[src/rtl/tag_load_filter.sv]
module tag_load_filter #(
  parameter int AW = 32,
  parameter int DW = 32,
  parameter int IW = 16,
  parameter int LW = 12,
  parameter int SW = 8
) (
  input  logic          clk,
  input  logic          rst_n,
  input  logic [AW-1:0] cfg_base,
  input  logic [SW-1:0] cfg_stride,
  input  logic [IW-1:0] cfg_first,
  input  logic [DW-1:0] cfg_src_tag,
  input  logic          acc_req_valid,
  output logic          acc_req_ready,
  input  logic [IW-1:0] acc_req_idx,
  input  logic [LW-1:0] acc_req_len,
  output logic          mem_req_valid,
  input  logic          mem_req_ready,
  output logic [AW-1:0] mem_req_addr,
  output logic [LW:0]   mem_req_len,
  input  logic          mem_rd_valid,
  output logic          mem_rd_ready,
  input  logic [DW-1:0] mem_rd_data,
  output logic          acc_rd_valid,
  input  logic          acc_rd_ready,
  output logic [DW-1:0] acc_rd_data,
  output logic          abort
);
  localparam int PLW = LW + 1;
  localparam int GW  = (IW > SW) ? IW : SW;
  localparam int CW  = $clog2(IW) + 1;

  typedef enum logic [2:0] {S_IDLE, S_DIV, S_ISSUE, S_STREAM, S_HALT} st_t;
  st_t st;

  logic [AW-1:0]  base_q;
  logic [SW-1:0]  s_q;
  logic [IW-1:0]  first_q, i0_q, i1_q;
  logic [DW-1:0]  tag_q;
  logic           phase_q;
  logic [CW-1:0]  dcnt;
  logic [IW-1:0]  dv_q, q0, q1;
  logic [SW-1:0]  dv_r, r0, r1;
  logic [PLW-1:0] left_q;
  logic [GW-1:0]  gap_q;
  logic           abort_q;

  // one restoring division step
  logic [SW:0]   dstep;
  logic          dge;
  logic [SW-1:0] r_nx;
  logic [IW-1:0] q_nx;
  assign dstep = {dv_r, dv_q[IW-1]};
  assign dge   = dstep >= {1'b0, s_q};
  assign r_nx  = dge ? SW'(dstep - {1'b0, s_q}) : dstep[SW-1:0];
  assign q_nx  = {dv_q[IW-2:0], dge};

  // physical window of the current request
  logic          lo0, lo1, lead, trail;
  logic [IW-1:0] j0, j1;
  logic [AW-1:0] p0, p1, ps, pe;
  logic [GW-1:0] gap0;
  assign lo0   = i0_q < first_q;
  assign lo1   = i1_q < first_q;
  assign j0    = i0_q - first_q;
  assign j1    = i1_q - first_q;
  assign p0    = lo0 ? AW'(i0_q) : AW'(first_q) + AW'(1) + AW'(j0) + AW'(q0);
  assign p1    = lo1 ? AW'(i1_q) : AW'(first_q) + AW'(1) + AW'(j1) + AW'(q1);
  assign lead  = !lo0 && (r0 == '0);
  assign trail = lo1 ? (i1_q == first_q - IW'(1)) : (r1 == s_q - SW'(1));
  assign ps    = p0 - AW'(lead);
  assign pe    = p1 + AW'(trail);
  assign gap0  = lead ? '0 : (lo0 ? GW'(first_q - i0_q) : GW'(s_q - r0));

  assign mem_req_valid = (st == S_ISSUE);
  assign mem_req_addr  = base_q + ps;
  assign mem_req_len   = PLW'(pe - ps + AW'(1));
  assign acc_req_ready = (st == S_IDLE);

  // in-line tag stripping and checking
  logic is_tag, bad, beat;
  assign is_tag       = (gap_q == '0);
  assign acc_rd_valid = (st == S_STREAM) && mem_rd_valid && !is_tag && !abort_q;
  assign acc_rd_data  = mem_rd_data;
  assign mem_rd_ready = (st == S_STREAM) && (is_tag || abort_q || acc_rd_ready);
  assign bad          = (st == S_STREAM) && mem_rd_valid && is_tag && !abort_q &&
                        (mem_rd_data != tag_q);
  assign beat         = mem_rd_valid && mem_rd_ready;
  assign abort        = abort_q;

  always_ff @(posedge clk or negedge rst_n) begin
    if (!rst_n) begin
      st      <= S_IDLE;
      base_q  <= '0;
      s_q     <= SW'(1);
      first_q <= '0;
      tag_q   <= '0;
      i0_q    <= '0;
      i1_q    <= '0;
      phase_q <= 1'b0;
      dcnt    <= '0;
      dv_q    <= '0;
      dv_r    <= '0;
      q0      <= '0;
      q1      <= '0;
      r0      <= '0;
      r1      <= '0;
      left_q  <= '0;
      gap_q   <= '0;
      abort_q <= 1'b0;
    end else begin
      case (st)
        S_IDLE: if (acc_req_valid) begin
          base_q  <= cfg_base;
          s_q     <= cfg_stride;
          first_q <= cfg_first;
          tag_q   <= cfg_src_tag;
          i0_q    <= acc_req_idx;
          i1_q    <= acc_req_idx + IW'(acc_req_len) - IW'(1);
          dv_q    <= (acc_req_idx >= cfg_first) ? acc_req_idx - cfg_first : '0;
          dv_r    <= '0;
          dcnt    <= '0;
          phase_q <= 1'b0;
          if (acc_req_len != '0) st <= S_DIV;
        end
        S_DIV: begin
          dv_q <= q_nx;
          dv_r <= r_nx;
          dcnt <= dcnt + CW'(1);
          if (dcnt == CW'(IW - 1)) begin
            dcnt <= '0;
            dv_r <= '0;
            if (!phase_q) begin
              q0      <= q_nx;
              r0      <= r_nx;
              phase_q <= 1'b1;
              dv_q    <= lo1 ? '0 : j1;
            end else begin
              q1 <= q_nx;
              r1 <= r_nx;
              st <= S_ISSUE;
            end
          end
        end
        S_ISSUE: if (mem_req_ready) begin
          left_q <= mem_req_len;
          gap_q  <= gap0;
          st     <= S_STREAM;
        end
        S_STREAM: begin
          if (bad) abort_q <= 1'b1;
          if (beat) begin
            gap_q  <= is_tag ? GW'(s_q) : gap_q - GW'(1);
            left_q <= left_q - PLW'(1);
            if (left_q == PLW'(1)) st <= (abort_q || bad) ? S_HALT : S_IDLE;
          end
        end
        default: st <= S_HALT;
      endcase
    end
  end

  p_abort_sticky_r7: assert property (@(posedge clk) disable iff (!rst_n)
    abort |=> abort);
  p_halt_blocks_r7: assert property (@(posedge clk) disable iff (!rst_n)
    abort |-> (!acc_req_ready && !mem_req_valid));
  p_bad_tag_aborts_r5: assert property (@(posedge clk) disable iff (!rst_n)
    bad |=> abort);
  p_no_fwd_after_abort_r5: assert property (@(posedge clk) disable iff (!rst_n)
    abort |-> !acc_rd_valid);
  p_drain_r6: assert property (@(posedge clk) disable iff (!rst_n)
    (abort && left_q != '0 && mem_rd_valid && st == S_STREAM) |-> mem_rd_ready);
  p_req_hold_r8: assert property (@(posedge clk) disable iff (!rst_n)
    (mem_req_valid && !mem_req_ready) |=>
      (mem_req_valid && $stable(mem_req_addr) && $stable(mem_req_len)));
  p_one_at_a_time_r8: assert property (@(posedge clk) disable iff (!rst_n)
    (mem_req_valid || mem_rd_ready) |-> !acc_req_ready);
  p_len_covers_r3: assert property (@(posedge clk) disable iff (!rst_n)
    mem_req_valid |-> (AW'(mem_req_len) > AW'(i1_q - i0_q)));
endmodule

[config.mk]
export PLATFORM = sky130hd
export DESIGN_NAME = tag_load_filter
export DESIGN_NICKNAME = d
export VERILOG_FILES = /design/src/rtl/tag_load_filter.sv
export SDC_FILE = /design/constraint.sdc
export NUM_CORES = 1
export LEC_CHECK = 0
export BUFFER_PORTS_ARGS = -buffer_cell sky130_fd_sc_hd__clkbuf_2
export CAP_MARGIN = 30
export CORE_ASPECT_RATIO = 0.75
export CORE_MARGIN = 3
export CORE_UTILIZATION = 45
export CTS_BUF_LIST = sky130_fd_sc_hd__clkbuf_16
export CTS_CLUSTER_SIZE = 14
export DETAILED_ROUTE_END_ITERATION = 10
export REMOVE_ABC_BUFFERS = 1
export SLEW_MARGIN = 20
export SYNTH_ARGS = -nofsm -noshare
export SYNTH_HDL_FRONTEND = slang
export SYNTH_SLANG_ARGS = --single-unit
[constraint.sdc]
create_clock -name clk -period 11.4 [get_ports clk]
set_input_delay 1.14 -clock clk [delete_from_list [all_inputs] [get_ports clk]]
set_output_delay 1.14 -clock clk [all_outputs]
set_load 0.02 [all_outputs]
==> impl_summary.log <==
[metrics] slowest cell on the critical path: dfrtp_1
[metrics] area growth from synthesis to layout: 12.3%
[metrics] most common cell after layout, fill and taps aside: nand2_1
[metrics] # port buffers: 235
[metrics] area of the mapped netlist: 21100 sq um
[metrics] DRT Pass-1 Iters: 5
[metrics] arrival time worst endpoint: 9.53 ns
[metrics] sequential cell area fraction in the yosys report: 27.1%
[metrics] maximum number of buffers from clock root to sink: 3
[metrics] clock root buffer master: clkbuf_16
[metrics] final routed wirelength across all metal layers: around 70 mm
[metrics] Fmax: ~0.094 GHz
[metrics] total vias in the final route: 19700
[metrics] commonest non-fill, non-tap cells in the layout: nand2_1, clkbuf_2, inv_1
[metrics] fraction of registers with async set or reset after synthesis: 100%
[metrics] first-pass GRT wire length: 109 mm
[metrics] sink count of the clock tree: between 200 and 250
[metrics] critical path endpoint category: primary output
[metrics] Post-DP HPWL: between 50 and 60 mm
[metrics] count of warnings emitted by yosys: 0
[metrics] Final Critical Period: 10.67 ns
[metrics] mean routed wirelength per cell: 20.0 um
[metrics] initial core utilization: 45.7%
[metrics] Post-layout nets: 3239
[metrics] top-level port count: 236
[metrics] count of inserted antenna diode cells: 0
[metrics] source-to-sink clock delay at the later pin of the worst-skew pair: around 0.58 ns
[metrics] worst setup skew after layout: 0.0259 ns
[metrics] Final GP Congestion: roughly 0.91
[metrics] Core Footprint: about 46000 sq um
[metrics] most used cell, CP: a21oi_1
[metrics] area enclosed by the die boundary: 49500 sq um
[metrics] minimum hold slack: a little under 0.5 ns
[metrics] final hold violation count: 0
[metrics] CTS Hold Bufs: 0
[metrics] initial antenna violation count: 2
[metrics] max-cap viol count: 0
[metrics] Max transition margin: 36.6%
[metrics] kind of critical path: reg2out
[metrics] number of enable-type register cells in the synthesized netlist: 0
[metrics] CP Max Fanout: 10
[metrics] clock-pin slew of the registers on the worst-case setup and hold paths: 0.07 ns
[metrics] CTS tree: built
[metrics] kind of path behind the tightest hold check: reg2reg
[metrics] vertical die dimension: 193 um
[metrics] Req. time, crit path: 10.26 ns
[metrics] post-route clock period utilization: 93.6%
[metrics] Worst Max-Slew Pin Slew: 0.952 ns
[metrics] Site Rows: 68
[metrics] longest individual stage delay on the worst path: 0.50 ns
[metrics] number of global-route vias before repair: 18600
[metrics] Mean Syn Cell Area: 7.85 sq um
[metrics] status: completed
[metrics] drt first-iter violations: approximately 1600
[metrics] Num CTS Buffers: 27
[metrics] synthesized instance count: roughly 2700
[metrics] largest net degree at the start of global routing: around 110
[metrics] CTS H-tree lvls: 1
[metrics] most used flip-flop cell after synthesis: dfrtp_1
[metrics] DRC violation count after routing: 0
[metrics] global route overflow: 0
[metrics] Vias per Instance: 5.63
[metrics] Final Slew Violations: 0
[metrics] Overall Global Routing Usage: between 20% and 30%
[metrics] x dimension of the die: 256 um
[metrics] CP Launch Type: flip-flop
[metrics] total of flip-flops plus latches after synthesis: roughly 230
[metrics] Routed Antenna Nets: 0
[metrics] final setup violating endpoints: 0
[metrics] fraction of final layout cells sized beyond drive strength 1: between 10% and 20%
[metrics] cell count after placement: 3450
[metrics] library cells used by synthesis: 92
[metrics] number of non-filler instances in the completed layout: 3499
-- worst paths after layout --
kind                                        start                endpoint  slack [ns]  depth (start not counted)
max                        first_q[1]$_DFFE_PN0P_        mem_req_addr[31]        0.73                         38
min                        base_q[27]$_DFFE_PN0P_  base_q[27]$_DFFE_PN0P_        0.49                          2
max reg2reg                first_q[9]$_DFFE_PN0P_  left_q[12]$_DFFE_PN0P_        3.41                         29
min reg2reg                base_q[27]$_DFFE_PN0P_  base_q[27]$_DFFE_PN0P_        0.49                          2
max in group asynchronous                   rst_n  base_q[24]$_DFFE_PN0P_        9.29                          2
min in group asynchronous                   rst_n     i1_q[2]$_DFFE_PN0P_        0.66                          1
-- state kept, by name, indices dropped and copies added, names as in the netlist, 13 cells and up --
signal / cells
base_q: 32
tag_q: 32
dv_q: 16
first_q: 16
gap_q: 16
i0_q: 16
i1_q: 16
q0: 16
left_q: 13
q1: 13
-- metrics by stage --
step	setup TNS, ns	setup slack, ns	util, %	instance area [sq um]
floorplan	0	2.10	-	20500
global placement	0	1.37	49.1	22600
detailed placement	0	1.12	49.1	22600
CTS	0	0.478	51.3	23600
global route	-0.0140	-0.0140	51.3	23700
finish	0	0.726	51.3	23700
-- per-layer routing --
metal | GRT usage (%) | vias to the layer above | wire length, um | part of all wire, %
met2 | 40.7 | 644 | 29000 | 41
met1 | 42.6 | 9412 | 34900 | 50
met3 | 4.40 | 86 | 4760 | 6.8
met5 | 0 | - | 21 | 0.030
li1 | - | 9545 | - | -
met4 | 5.06 | 4 | 1350 | 1.9
-- critical path: cells and delay by family (launching register included) --
kind            cells  cell delay (ns)
compound gates     22             4.82
xor+xnor            4             0.82
fa+ha+maj           4             1.34
buf+inv             2             0.40
flops               1             0.50
mux                 1             0.15
simple gates        5             0.90
-- cell usage after synthesis, types with 12 or more instances --
master    number  share of area [%]
fa_1          24                2.3
inv_1        231                4.1
nand4_1       23               0.68
nor3_1        67                1.6
nor2b_1       23               0.68
nand3_1       60                1.4
mux2_2        17               0.91
a21o_1        66                2.4
nor4_1        23               0.68
xnor2_1      174                7.2
nand2_1      457                8.1
o21a_1        24               0.85
xor2_1        62                2.6
buf_4         34                1.2
o22ai_1       12               0.36
o21ai_0      223                5.3
a21oi_1      170                4.0
nor2_1       169                3.0
nand2b_1      28               0.83
o21bai_1      19               0.68
clkbuf_1      81                1.4
ha_1         212                 13
a31oi_1       19               0.56
and3_1        22               0.65
dfrtp_1      227                 27
-- logic make-up (layout without fill, tap and decap cells) --
family	after synthesis	in the layout	synth area share, %
flops	228	228	27.1
buf+inv	354	539	6.98
xor+xnor	238	238	10.0
fa+ha+maj	236	236	14.9
compound gates	668	668	19.8
simple gates	934	934	19.9
mux	26	26	1.34
-- what timing repair did --
item / 4_1_cts / 5_1_grt
gates resized for setup: 0 / 9
setup endpoints to repair: 0 / 4
setup buffers: 0 / 0
-- area by class of cell --
type                            count  area, sq um
Inverter                          232          871
Sequential cell                   228         5710
Clock buffer                       27          676
Fill cell                        4556        22400
Clock inverter                     22          314
Timing Repair Buffer              258         1360
Tap cell                          630          788
Multi-Input combinational cell   2102        14000
Power is not shown: default switching activity piles up to over one toggle a cycle in this logic, so the estimate is an artifact.
